`config.mk`:
```
export PLATFORM = sky130hd
export DESIGN_NAME = bctx_top
export DESIGN_NICKNAME = d
export VERILOG_FILES = /design/src/rtl/bctx_pkg.sv /design/src/rtl/bctx_ctrl.sv /design/src/rtl/bctx_start.sv /design/src/rtl/bctx_shift.sv /design/src/rtl/bctx_coll.sv /design/src/rtl/bctx_top.sv
export SDC_FILE = /design/constraint.sdc
export NUM_CORES = 1
export LEC_CHECK = 0
export ABC_AREA = 0
export BUFFER_PORTS_ARGS = -buffer_cell sky130_fd_sc_hd__buf_2
export CORE_MARGIN = 2
export CORE_UTILIZATION = 35
export DETAILED_ROUTE_END_ITERATION = 8
export GPL_TIMING_DRIVEN = 0
export PLACE_DENSITY = 0.62
export SYNTH_ARGS = -nofsm -noshare
export SYNTH_HDL_FRONTEND = slang
export SYNTH_SLANG_ARGS = --single-unit
```
`constraint.sdc`:
```
create_clock -name clk -period 2.72 [get_ports clk]
set_input_delay 0.408 -clock clk [delete_from_list [all_inputs] [get_ports clk]]
set_output_delay 0.408 -clock clk [all_outputs]
set_load 0.05 [all_outputs]
```
`src/rtl/bctx_pkg.sv`:
```
package bctx_pkg;

    // Logical line levels used throughout the datapath
    localparam logic LINE_IDLE = 1'b1;
    localparam logic LINE_START = 1'b0;
    localparam logic LINE_STOP = 1'b1;

    typedef struct packed {
        logic pol_inv;
        logic samp_sel;
        logic auto_clr;
        logic edge_start;
    } bctx_cfg_t;

    typedef enum logic {
        START_DELAYED = 1'b0,
        START_ON_EDGE = 1'b1
    } start_mode_e;

    // Map between logical level and wire level
    function automatic logic wire_level(input logic lvl, input logic inv);
        return lvl ^ inv;
    endfunction

    // High-to-low transition between two consecutive samples
    function automatic logic fell_between(input logic prev, input logic cur);
        return prev & ~cur;
    endfunction

endpackage

```
`src/rtl/bctx_ctrl.sv`:
```
module bctx_ctrl
    import bctx_pkg::*;
#(
    parameter int DATA_W = 9
) (
    input  logic              clk,
    input  logic              rst,
    input  logic              te_set,
    input  logic              te_clr,
    input  logic              coll_kill,
    input  logic              tx_load,
    input  logic [DATA_W-1:0] tx_data,
    input  logic              frame_go,
    output logic              te,
    output logic              pend,
    output logic [DATA_W-1:0] hold
);

    // Transmit enable: a collision kill outranks software writes
    always_ff @(posedge clk) begin
        if (rst) begin
            te <= 1'b0;
        end else if (coll_kill) begin
            te <= 1'b0;
        end else if (te_clr) begin
            te <= 1'b0;
        end else if (te_set) begin
            te <= 1'b1;
        end
    end

    // Holding register; a load in the start cycle refills it
    always_ff @(posedge clk) begin
        if (rst) begin
            pend <= 1'b0;
            hold <= '0;
        end else if (tx_load) begin
            pend <= 1'b1;
            hold <= tx_data;
        end else if (frame_go) begin
            pend <= 1'b0;
        end
    end

    p_kill_drops_te_r10: assert property (@(posedge clk) disable iff (rst)
        coll_kill |=> !te);

    p_te_set_holds_r11: assert property (@(posedge clk) disable iff (rst)
        (te_set && !te_clr && !coll_kill) |=> te);

endmodule

```
`src/rtl/bctx_start.sv`:
```
module bctx_start
    import bctx_pkg::*;
(
    input  logic clk,
    input  logic rst,
    input  logic tclk_en,
    input  logic edge_start,
    input  logic rx_logic,
    input  logic cond,
    output logic go
);

    start_mode_e mode;
    logic        rx_q;
    logic        armed;
    logic        rx_fall;

    assign mode    = edge_start ? START_ON_EDGE : START_DELAYED;
    assign rx_fall = fell_between(rx_q, rx_logic);

    always_ff @(posedge clk) begin
        if (rst) begin
            rx_q <= LINE_IDLE;
        end else begin
            rx_q <= rx_logic;
        end
    end

    // Delayed mode: first transfer clock with the condition arms, second starts
    always_ff @(posedge clk) begin
        if (rst) begin
            armed <= 1'b0;
        end else if (!cond || mode == START_ON_EDGE) begin
            armed <= 1'b0;
        end else if (tclk_en) begin
            armed <= 1'b1;
        end
    end

    always_comb begin
        unique case (mode)
            START_ON_EDGE: go = cond & rx_fall;
            default:       go = cond & armed & tclk_en;
        endcase
    end

    p_edge_needs_rxfall_r4: assert property (@(posedge clk) disable iff (rst)
        (go && edge_start) |-> ($past(rx_logic) && !rx_logic));

    p_delayed_on_tclk_r3: assert property (@(posedge clk) disable iff (rst)
        (go && !edge_start) |-> tclk_en);

endmodule

```
`src/rtl/bctx_shift.sv`:
```
module bctx_shift
    import bctx_pkg::*;
#(
    parameter int DATA_W = 9
) (
    input  logic              clk,
    input  logic              rst,
    input  logic              tclk_en,
    input  logic              go,
    input  logic              te,
    input  logic [DATA_W-1:0] data,
    output logic              busy,
    output logic              line_bit
);

    localparam int FRAME_W = DATA_W + 2;
    localparam int CNT_W = $clog2(FRAME_W);
    localparam logic [CNT_W-1:0] LAST_IDX = CNT_W'(FRAME_W - 1);

    logic [FRAME_W-1:0] frame;
    logic [CNT_W-1:0]   idx;

    always_ff @(posedge clk) begin
        if (rst) begin
            busy  <= 1'b0;
            frame <= '1;
            idx   <= '0;
        end else if (go) begin
            busy  <= 1'b1;
            frame <= {LINE_STOP, data, LINE_START};
            idx   <= '0;
        end else if (busy && tclk_en) begin
            if (!te || idx == LAST_IDX) begin
                // abort on lost enable, or stop bit finished
                busy  <= 1'b0;
                frame <= '1;
                idx   <= '0;
            end else begin
                frame <= {LINE_IDLE, frame[FRAME_W-1:1]};
                idx   <= idx + 1'b1;
            end
        end
    end

    assign line_bit = busy ? frame[0] : LINE_IDLE;

    p_start_bit_first_r1: assert property (@(posedge clk) disable iff (rst)
        $rose(busy) |-> (line_bit == LINE_START));

    p_end_on_tclk_r10: assert property (@(posedge clk) disable iff (rst)
        $fell(busy) |-> $past(tclk_en));

    p_no_go_while_busy_r3: assert property (@(posedge clk) disable iff (rst)
        busy |-> !go);

endmodule

```
`src/rtl/bctx_coll.sv`:
```
module bctx_coll
    import bctx_pkg::*;
(
    input  logic clk,
    input  logic rst,
    input  logic tclk_en,
    input  logic samp_strobe,
    input  logic samp_sel,
    input  logic busy,
    input  logic line_bit,
    input  logic rx_logic,
    input  logic flag_clr,
    output logic mismatch,
    output logic flag
);

    logic sample_pt;

    assign sample_pt = samp_sel ? samp_strobe : tclk_en;
    assign mismatch  = sample_pt & busy & (line_bit != rx_logic);

    // Sticky request; a fresh collision outranks the clear
    always_ff @(posedge clk) begin
        if (rst) begin
            flag <= 1'b0;
        end else if (mismatch) begin
            flag <= 1'b1;
        end else if (flag_clr) begin
            flag <= 1'b0;
        end
    end

    p_flag_sticky_r8: assert property (@(posedge clk) disable iff (rst)
        (flag && !flag_clr) |=> flag);

    p_rise_at_tclk_r6: assert property (@(posedge clk) disable iff (rst)
        ($rose(flag) && !$past(samp_sel)) |-> $past(tclk_en));

    p_rise_at_strobe_r7: assert property (@(posedge clk) disable iff (rst)
        ($rose(flag) && $past(samp_sel)) |-> $past(samp_strobe));

    p_coll_beats_clr_r9: assert property (@(posedge clk) disable iff (rst)
        (mismatch && flag_clr) |=> flag);

endmodule

```
`src/rtl/bctx_top.sv`:
```
module bctx_top
    import bctx_pkg::*;
#(
    parameter int DATA_W = 9
) (
    input  logic              clk,
    input  logic              rst,
    input  logic              tclk_en,
    input  logic              samp_strobe,
    input  logic              rxd_in,
    output logic              txd_out,
    input  logic              cfg_pol_inv,
    input  logic              cfg_samp_sel,
    input  logic              cfg_auto_clr,
    input  logic              cfg_edge_start,
    input  logic              te_set,
    input  logic              te_clr,
    output logic              te_out,
    input  logic              tx_load,
    input  logic [DATA_W-1:0] tx_data,
    output logic              tx_pending,
    output logic              busy,
    output logic              coll_flag,
    input  logic              coll_clr
);

    bctx_cfg_t         cfg;
    logic              rx_logic;
    logic              line_bit;
    logic              cond;
    logic              go;
    logic              mismatch;
    logic              te;
    logic              pend;
    logic [DATA_W-1:0] hold;

    assign cfg = '{pol_inv: cfg_pol_inv, samp_sel: cfg_samp_sel,
                   auto_clr: cfg_auto_clr, edge_start: cfg_edge_start};

    assign rx_logic = wire_level(rxd_in, cfg.pol_inv);
    assign txd_out  = wire_level(line_bit, cfg.pol_inv);
    assign cond     = te & pend & ~busy;

    bctx_ctrl #(.DATA_W(DATA_W)) u_ctrl (
        .clk       (clk),
        .rst       (rst),
        .te_set    (te_set),
        .te_clr    (te_clr),
        .coll_kill (mismatch & cfg.auto_clr),
        .tx_load   (tx_load),
        .tx_data   (tx_data),
        .frame_go  (go),
        .te        (te),
        .pend      (pend),
        .hold      (hold)
    );

    bctx_start u_start (
        .clk        (clk),
        .rst        (rst),
        .tclk_en    (tclk_en),
        .edge_start (cfg.edge_start),
        .rx_logic   (rx_logic),
        .cond       (cond),
        .go         (go)
    );

    bctx_shift #(.DATA_W(DATA_W)) u_shift (
        .clk      (clk),
        .rst      (rst),
        .tclk_en  (tclk_en),
        .go       (go),
        .te       (te),
        .data     (hold),
        .busy     (busy),
        .line_bit (line_bit)
    );

    bctx_coll u_coll (
        .clk         (clk),
        .rst         (rst),
        .tclk_en     (tclk_en),
        .samp_strobe (samp_strobe),
        .samp_sel    (cfg.samp_sel),
        .busy        (busy),
        .line_bit    (line_bit),
        .rx_logic    (rx_logic),
        .flag_clr    (coll_clr),
        .mismatch    (mismatch),
        .flag        (coll_flag)
    );

    assign te_out     = te;
    assign tx_pending = pend;

    p_idle_level_r2: assert property (@(posedge clk) disable iff (rst)
        !busy |-> (txd_out == (LINE_IDLE ^ cfg_pol_inv)));

    p_go_consumes_word_r3: assert property (@(posedge clk) disable iff (rst)
        ($rose(busy) && !$past(tx_load)) |-> !tx_pending);

endmodule

```
# [After elaboration in Yosys (flattened, before gate mapping)]
# Index checks and enable logic that the tools add are counted.
[totals] out_inout_bits=5 in_bits=22 word_cells=54 register_bits=30
[op_classes] eq_ne=2 reduce_logical=13 add_sub_neg=1 muxes=15 n_bitwise=13
[op_table] operator="2-to-1 mux 10 bit" count=3
[op_table] operator="2-to-1 mux 1 bit" count=11
[op_table] operator="AND 1 bit" count=9
[op_table] operator="nonzero test 2 bit" count=4
[op_table] operator="adder 4 x 1 -> 4 bit (second input constant)" count=1
[op_table] operator="== test 4 bit (second input constant)" count=1
[op_table] operator="2-to-1 mux 4 bit" count=1
[op_table] operator="OR reduction 2 bit" count=2
[op_table] operator="OR reduction 3 bit" count=1
[op_table] operator="zero test 1 bit" count=2
[op_table] operator="logical OR 1 bit" count=2
[op_table] operator="inverter 1 bit" count=2
[op_table] operator="AND reduction 2 bit" count=1
[op_table] operator="bitwise XOR 1 bit" count=2
[op_table] operator="logical AND 1 bit" count=1
[op_table] operator="inequality test 1 bit" count=1

# [Depth between registers and ports, before layout]
[logic_depth] word_depth=7 depth_mapped=7 mapped_depth_nobuf=6

# [Hierarchy]
# Synthesis repeated with hierarchy kept, for this count alone.
[hier_totals] hier_cells=144 area_unflattened_um2=1308.8
[by_module_without_submodules] module="bctx_shift" n_inst=1 area_per_inst_um2=734.5 cells_per_inst=88 seq_area_each_um2=300.3
[by_module_without_submodules] module="bctx_ctrl" n_inst=1 area_per_inst_um2=385.4 cells_per_inst=36 seq_area_each_um2=220.2
[by_module_without_submodules] module="bctx_start" n_inst=1 area_per_inst_um2=91.3 cells_per_inst=9 seq_area_each_um2=40.0
[by_module_without_submodules] module="bctx_coll" n_inst=1 area_per_inst_um2=65.1 cells_per_inst=7 seq_area_each_um2=20.0
[by_module_without_submodules] module="bctx_top" n_inst=1 area_per_inst_um2=32.5 cells_per_inst=4 seq_area_each_um2=0.0

# [Least setup slack after synthesis]
# Ideal clock, no wire load.
[synth_path] path_type="reg2out" start="reg u_shift.busy" end="out txd_out" required_ps=2312 path_stages_with_launch=3 n_path_buf=0 slack_ps=747 arrival_ps=1565 path_cell_list="dfxtp_1 > nor2b_1 > xnor2_1"
[synth_between] elab_chain_len=2
[synth_rtl] element="from (decl)" line="bctx_shift.sv:12" text="output logic busy,"
[synth_rtl] element="from (signal assigned)" line="bctx_shift.sv:25" text="busy <= 1'b0;"
[synth_rtl] element="from (signal assigned)" line="bctx_shift.sv:29" text="busy <= 1'b1;"
[synth_rtl] element="from (signal assigned)" line="bctx_shift.sv:35" text="busy <= 1'b0;"
[synth_rtl] element="2-to-1 mux 1 bit" line="bctx_shift.sv:45" text="assign line_bit = busy ? frame[0] : LINE_IDLE;"
[synth_rtl] element="bitwise XOR 1 bit" line="bctx_pkg.sv:22" text="return lvl ^ inv;"
[synth_rtl] element="to (decl)" line="bctx_top.sv:11" text="output logic txd_out,"
# Every way passes these cells.

# [Worst setup path in the final report]
[layout_path] start="reg u_shift.idx[0]" end="reg u_shift.frame[0]"
[layout_between] elab_chain_len=5
[layout_rtl] element="from (decl)" line="bctx_shift.sv:21" text="logic [CNT_W-1:0] idx;"
[layout_rtl] element="from (signal assigned)" line="bctx_shift.sv:40" text="idx <= idx + 1'b1;"
[layout_rtl] element="== test 4 bit" line="bctx_shift.sv:33" text="if (!te || idx == LAST_IDX) begin"
[layout_rtl] element="logical OR 1 bit" line="bctx_shift.sv:33"
[layout_rtl] element="2-to-1 mux 10 bit" line="bctx_shift.sv:33"
[layout_rtl] element="2-to-1 mux 10 bit" line="bctx_shift.sv:32" text="end else if (busy && tclk_en) begin"
[layout_rtl] element="2-to-1 mux 10 bit" line="bctx_shift.sv:28" text="end else if (go) begin"
[layout_rtl] element="to (signal assigned)" line="bctx_shift.sv:30" text="frame <= {LINE_STOP, data, LINE_START};"
[layout_rtl] element="to (signal assigned)" line="bctx_shift.sv:39" text="frame <= {LINE_IDLE, frame[FRAME_W-1:1]};"
[layout_rtl] element="to (decl)" line="bctx_shift.sv:20" text="logic [FRAME_W-1:0] frame;"
# Every way passes these cells. The select of a mux whose other input is x is not followed.
# A chain may end at the register's enable or synchronous reset.

==> results by group <==
Yosys
  • Async SR Flop Fraction: 0%
  • Yosys top cell by area: dfxtp_1
  • FF+latch count, synth: 29
  • Synth cell types: 35
  • Main flop type after synthesis: dfxtp_1
  • Post-synthesis cell count: 139
  • Top cells by area, synth: dfxtp_1, mux2i_1, nor2_1, o21ai_0, o32ai_1
  • Avg Cell Area, Syn: 9.38 sq um
  • Top cell type's share of synthesized area: 44.5%
  • Post-synthesis sequential area ratio: 44.5%
  • Syn Nets: 163
  • EDFF count, synth: 0
  • Synth Cell Area: 0.00130 sq mm
  • Synth warnings: 0

Clock network
  • Total CTS buffers: 5
  • Clock tree from TritonCTS: yes
  • Max clock buf depth: 2
  • Postcts setup bufs: 0
  • Reg clk slew, reported paths: 0.06 ns
  • Hold-fix buffers, CTS: 0
  • Max H-tree Level: 2
  • CTS Root Cell: clkbuf_8
  • Clock latency on the worst-skew pair: 0.27 ns
  • Post_cts resized: 0
  • Clock Sinks: 29

Layout
  • Layout area overhead: 20.8%
  • Finished layout cell area: 0.00158 sq mm
  • Layout cells sized above 1: 21.6%
  • Ant diodes: 0
  • Layout Nets: 195

STA
  • Fmax: 559 MHz
  • Final Hold Fails: 0
  • Tcrit/Tclk final: 65.7%
  • Max-slew headroom: 56.3%
  • Final Max Tran Viols: 0
  • RSZ-0062 raised after global routing: false
  • Setup tns final: 0 ns
  • Final Hold Slack: 0.338 ns
  • Fin crit period: 1.79 ns
  • Final setup vio count: 0
  • Setup Skew: 0.00326 ns
  • Slew @ Worst Pin: 0.655 ns

Setup path
  • CP Class: register to register
  • CP Cell Sequence: inv_1, ha_1, nand3b_1, and2_1, buf_1, a21oi_1, a311o_1
  • Crit end category: register
  • Worst path max stage delay: 0.38 ns
  • Critical path arrival: 1.94 ns
  • R2R setup slack: 0.93 ns
  • Data required, critical path: 2.88 ns
  • Critical Path Fanout Max: 6
  • Startpoint types: register
  • Slowest-stage cell, CP: dfxtp_1

Floorplan
  • Core area: 0.00363 sq mm
  • Initial core utilization: 35.9%
  • I/O Pins: 27
  • Die area: 0.00423 sq mm
  • Chip width: 65.0 microns
  • Die Height: 65.0 microns
  • Row cnt: 22

Routing
  • Drt total wl: 2980 microns
  • DR iter-0 viols: 51
  • Routed WL per cell: 13.6 microns
  • # DRC: 0
  • First-pass detailed-route iteration total: 4
  • DRT antenna net count: 0
  • Routed vias/inst: 5.28
  • Via count: 1156

Placement
  • Port bufs: 25
  • Placed cell area: 0.00149 sq mm
  • Post-DP HPWL: 2170 microns
  • Placer Congestion: 0.766

Global route
  • GRT busiest layer: met2
  • Largest net degree at the start of global routing: 11
  • Vias in the first global route: 1156
  • Antenna violations before repair: 0
  • Total grt overflow: 0
  • First-pass GRT wire length: 5090 microns
  • Grt met1 use: 18.3%
  • GR met2 Demand/Resource: 27.2%
  • Grt met3 use: 3.65%
  • GRT Util Overall: 15.4%

Power
  • Leak Pwr: 0.648 nW
  • Max VDD drop: 0.389 mV
  • Pwr/cell area: 562 mW/mm^2

Status
  • Status: complete, no violations

Hold path
  • Min-Delay Path Class: input pin to register

Flow run
  • MaxCap Viol Count: 0
[critical path: cells and delay by family (launching register included)]
kind	cells	cell delay, ns
AO/OA/AOI/OAI	2	0.43
adder cells (fa/ha/maj)	1	0.23
buffers and inverters	2	0.31
flip-flops	1	0.38
AND/OR/NAND/NOR	2	0.31
[stage by stage]
| step | total power, W | setup slack (ns) | utilization [%] | cells |
|---|---|---|---|---|
| 3_5_place_dp | 0.000544 | 0.953 | 41.0 | 212 |
| 3_3_place_gp | 0.000541 | 0.968 | 41.0 | 212 |
| 6_report | 0.000885 | 0.932 | 43.4 | 219 |
| 2_1_floorplan | 0.000512 | 0.747 | - | 139 |
| 4_1_cts | 0.000895 | 0.952 | 43.4 | 219 |
| 5_1_grt | 0.000916 | 0.786 | 43.4 | 219 |
[cell type report]
class | count | area (sq um)
inverter | 5 | 18.8
multi-input combinational | 96 | 656
fill | 377 | 2060
timing repair buffer | 25 | 125
tap | 48 | 60.1
clock buffer | 7 | 86.3
sequential | 29 | 581
buffer | 9 | 48.8
[registers in the layout (all words and copies together), names as in the netlist]
name / cells
u_shift.busy: 1
u_ctrl.pend: 1
u_shift.idx: 4
u_ctrl.hold: 9
u_coll.flag: 1
u_shift.frame: 10
u_ctrl.te: 1
u_start.rx_q: 1
u_start.armed: 1
[logic make-up (layout without fill, tap and decap cells)]
group | Yosys count | in the layout | share of synthesized area, %
buffers and inverters | 14 | 46 | 5.18
flip-flops | 29 | 29 | 44.5
multiplexers | 9 | 9 | 6.91
AND/OR/NAND/NOR | 42 | 42 | 16.6
XOR/XNOR | 3 | 3 | 2.02
AO/OA/AOI/OAI | 40 | 40 | 22.8
adder cells (fa/ha/maj) | 2 | 2 | 1.92
[metal layers]
layer  vias up  share of wire (%)
met5         -                  0
met4         0               0.54
met3         2                4.7
met2        33                 49
met1       552                 46
li1        569                  -
[path summary, 6_finish.rpt]
check                       from               end  cells past startpoint
setup / recovery  u_shift.idx[0]  u_shift.frame[0]                      7
hold / removal    cfg_edge_start     u_start.armed                      2
setup reg to reg  u_shift.idx[0]  u_shift.frame[0]                      7
hold reg to reg      u_coll.flag       u_coll.flag                      2
[synth_stat cells, types with 2 or more instances]
cell and number:
mux2i_1 9, dfxtp_1 29, a221o_1 3, nand3b_1 4
and2_1 2, o32ai_1 5, a21o_1 3, nand3_1 3
xnor2_1 3, nor2_1 15, ha_1 2, a21oi_1 3
nor3_1 2, nand2b_1 2, buf_6 2, nor2b_1 3
a31oi_1 6, buf_1 2, o21ai_0 9, inv_1 5
a211oi_2 3, nand2_1 7, clkbuf_1 5
[cells in the final DEF (no fill, tap or decap), types with 2 or more instances in the layout]
cell,Yosys,final
a211oi_2,3,3
a21o_1,3,3
a21oi_1,3,3
a221o_1,3,3
a31oi_1,6,6
and2_1,2,2
buf_1,2,2
buf_2,0,25
buf_6,2,2
clkbuf_1,5,6
clkbuf_8,0,6
dfxtp_1,29,29
ha_1,2,2
inv_1,5,5
mux2i_1,9,9
nand2_1,7,7
nand2b_1,2,2
nand3_1,3,3
nand3b_1,4,4
nor2_1,15,15
nor2b_1,3,3
nor3_1,2,2
o21ai_0,9,9
o32ai_1,5,5
xnor2_1,3,3
[power by group]
group	internal [W]	leakage (nW)	switching [W]
logic	0.0000372	0.367	0.0000498
clock network	0.000200	0.0443	0.000150
registers	0.000439	0.237	0.00000979
total	0.000676	0.648	0.000209
Power figures use the tool's default switching activity.
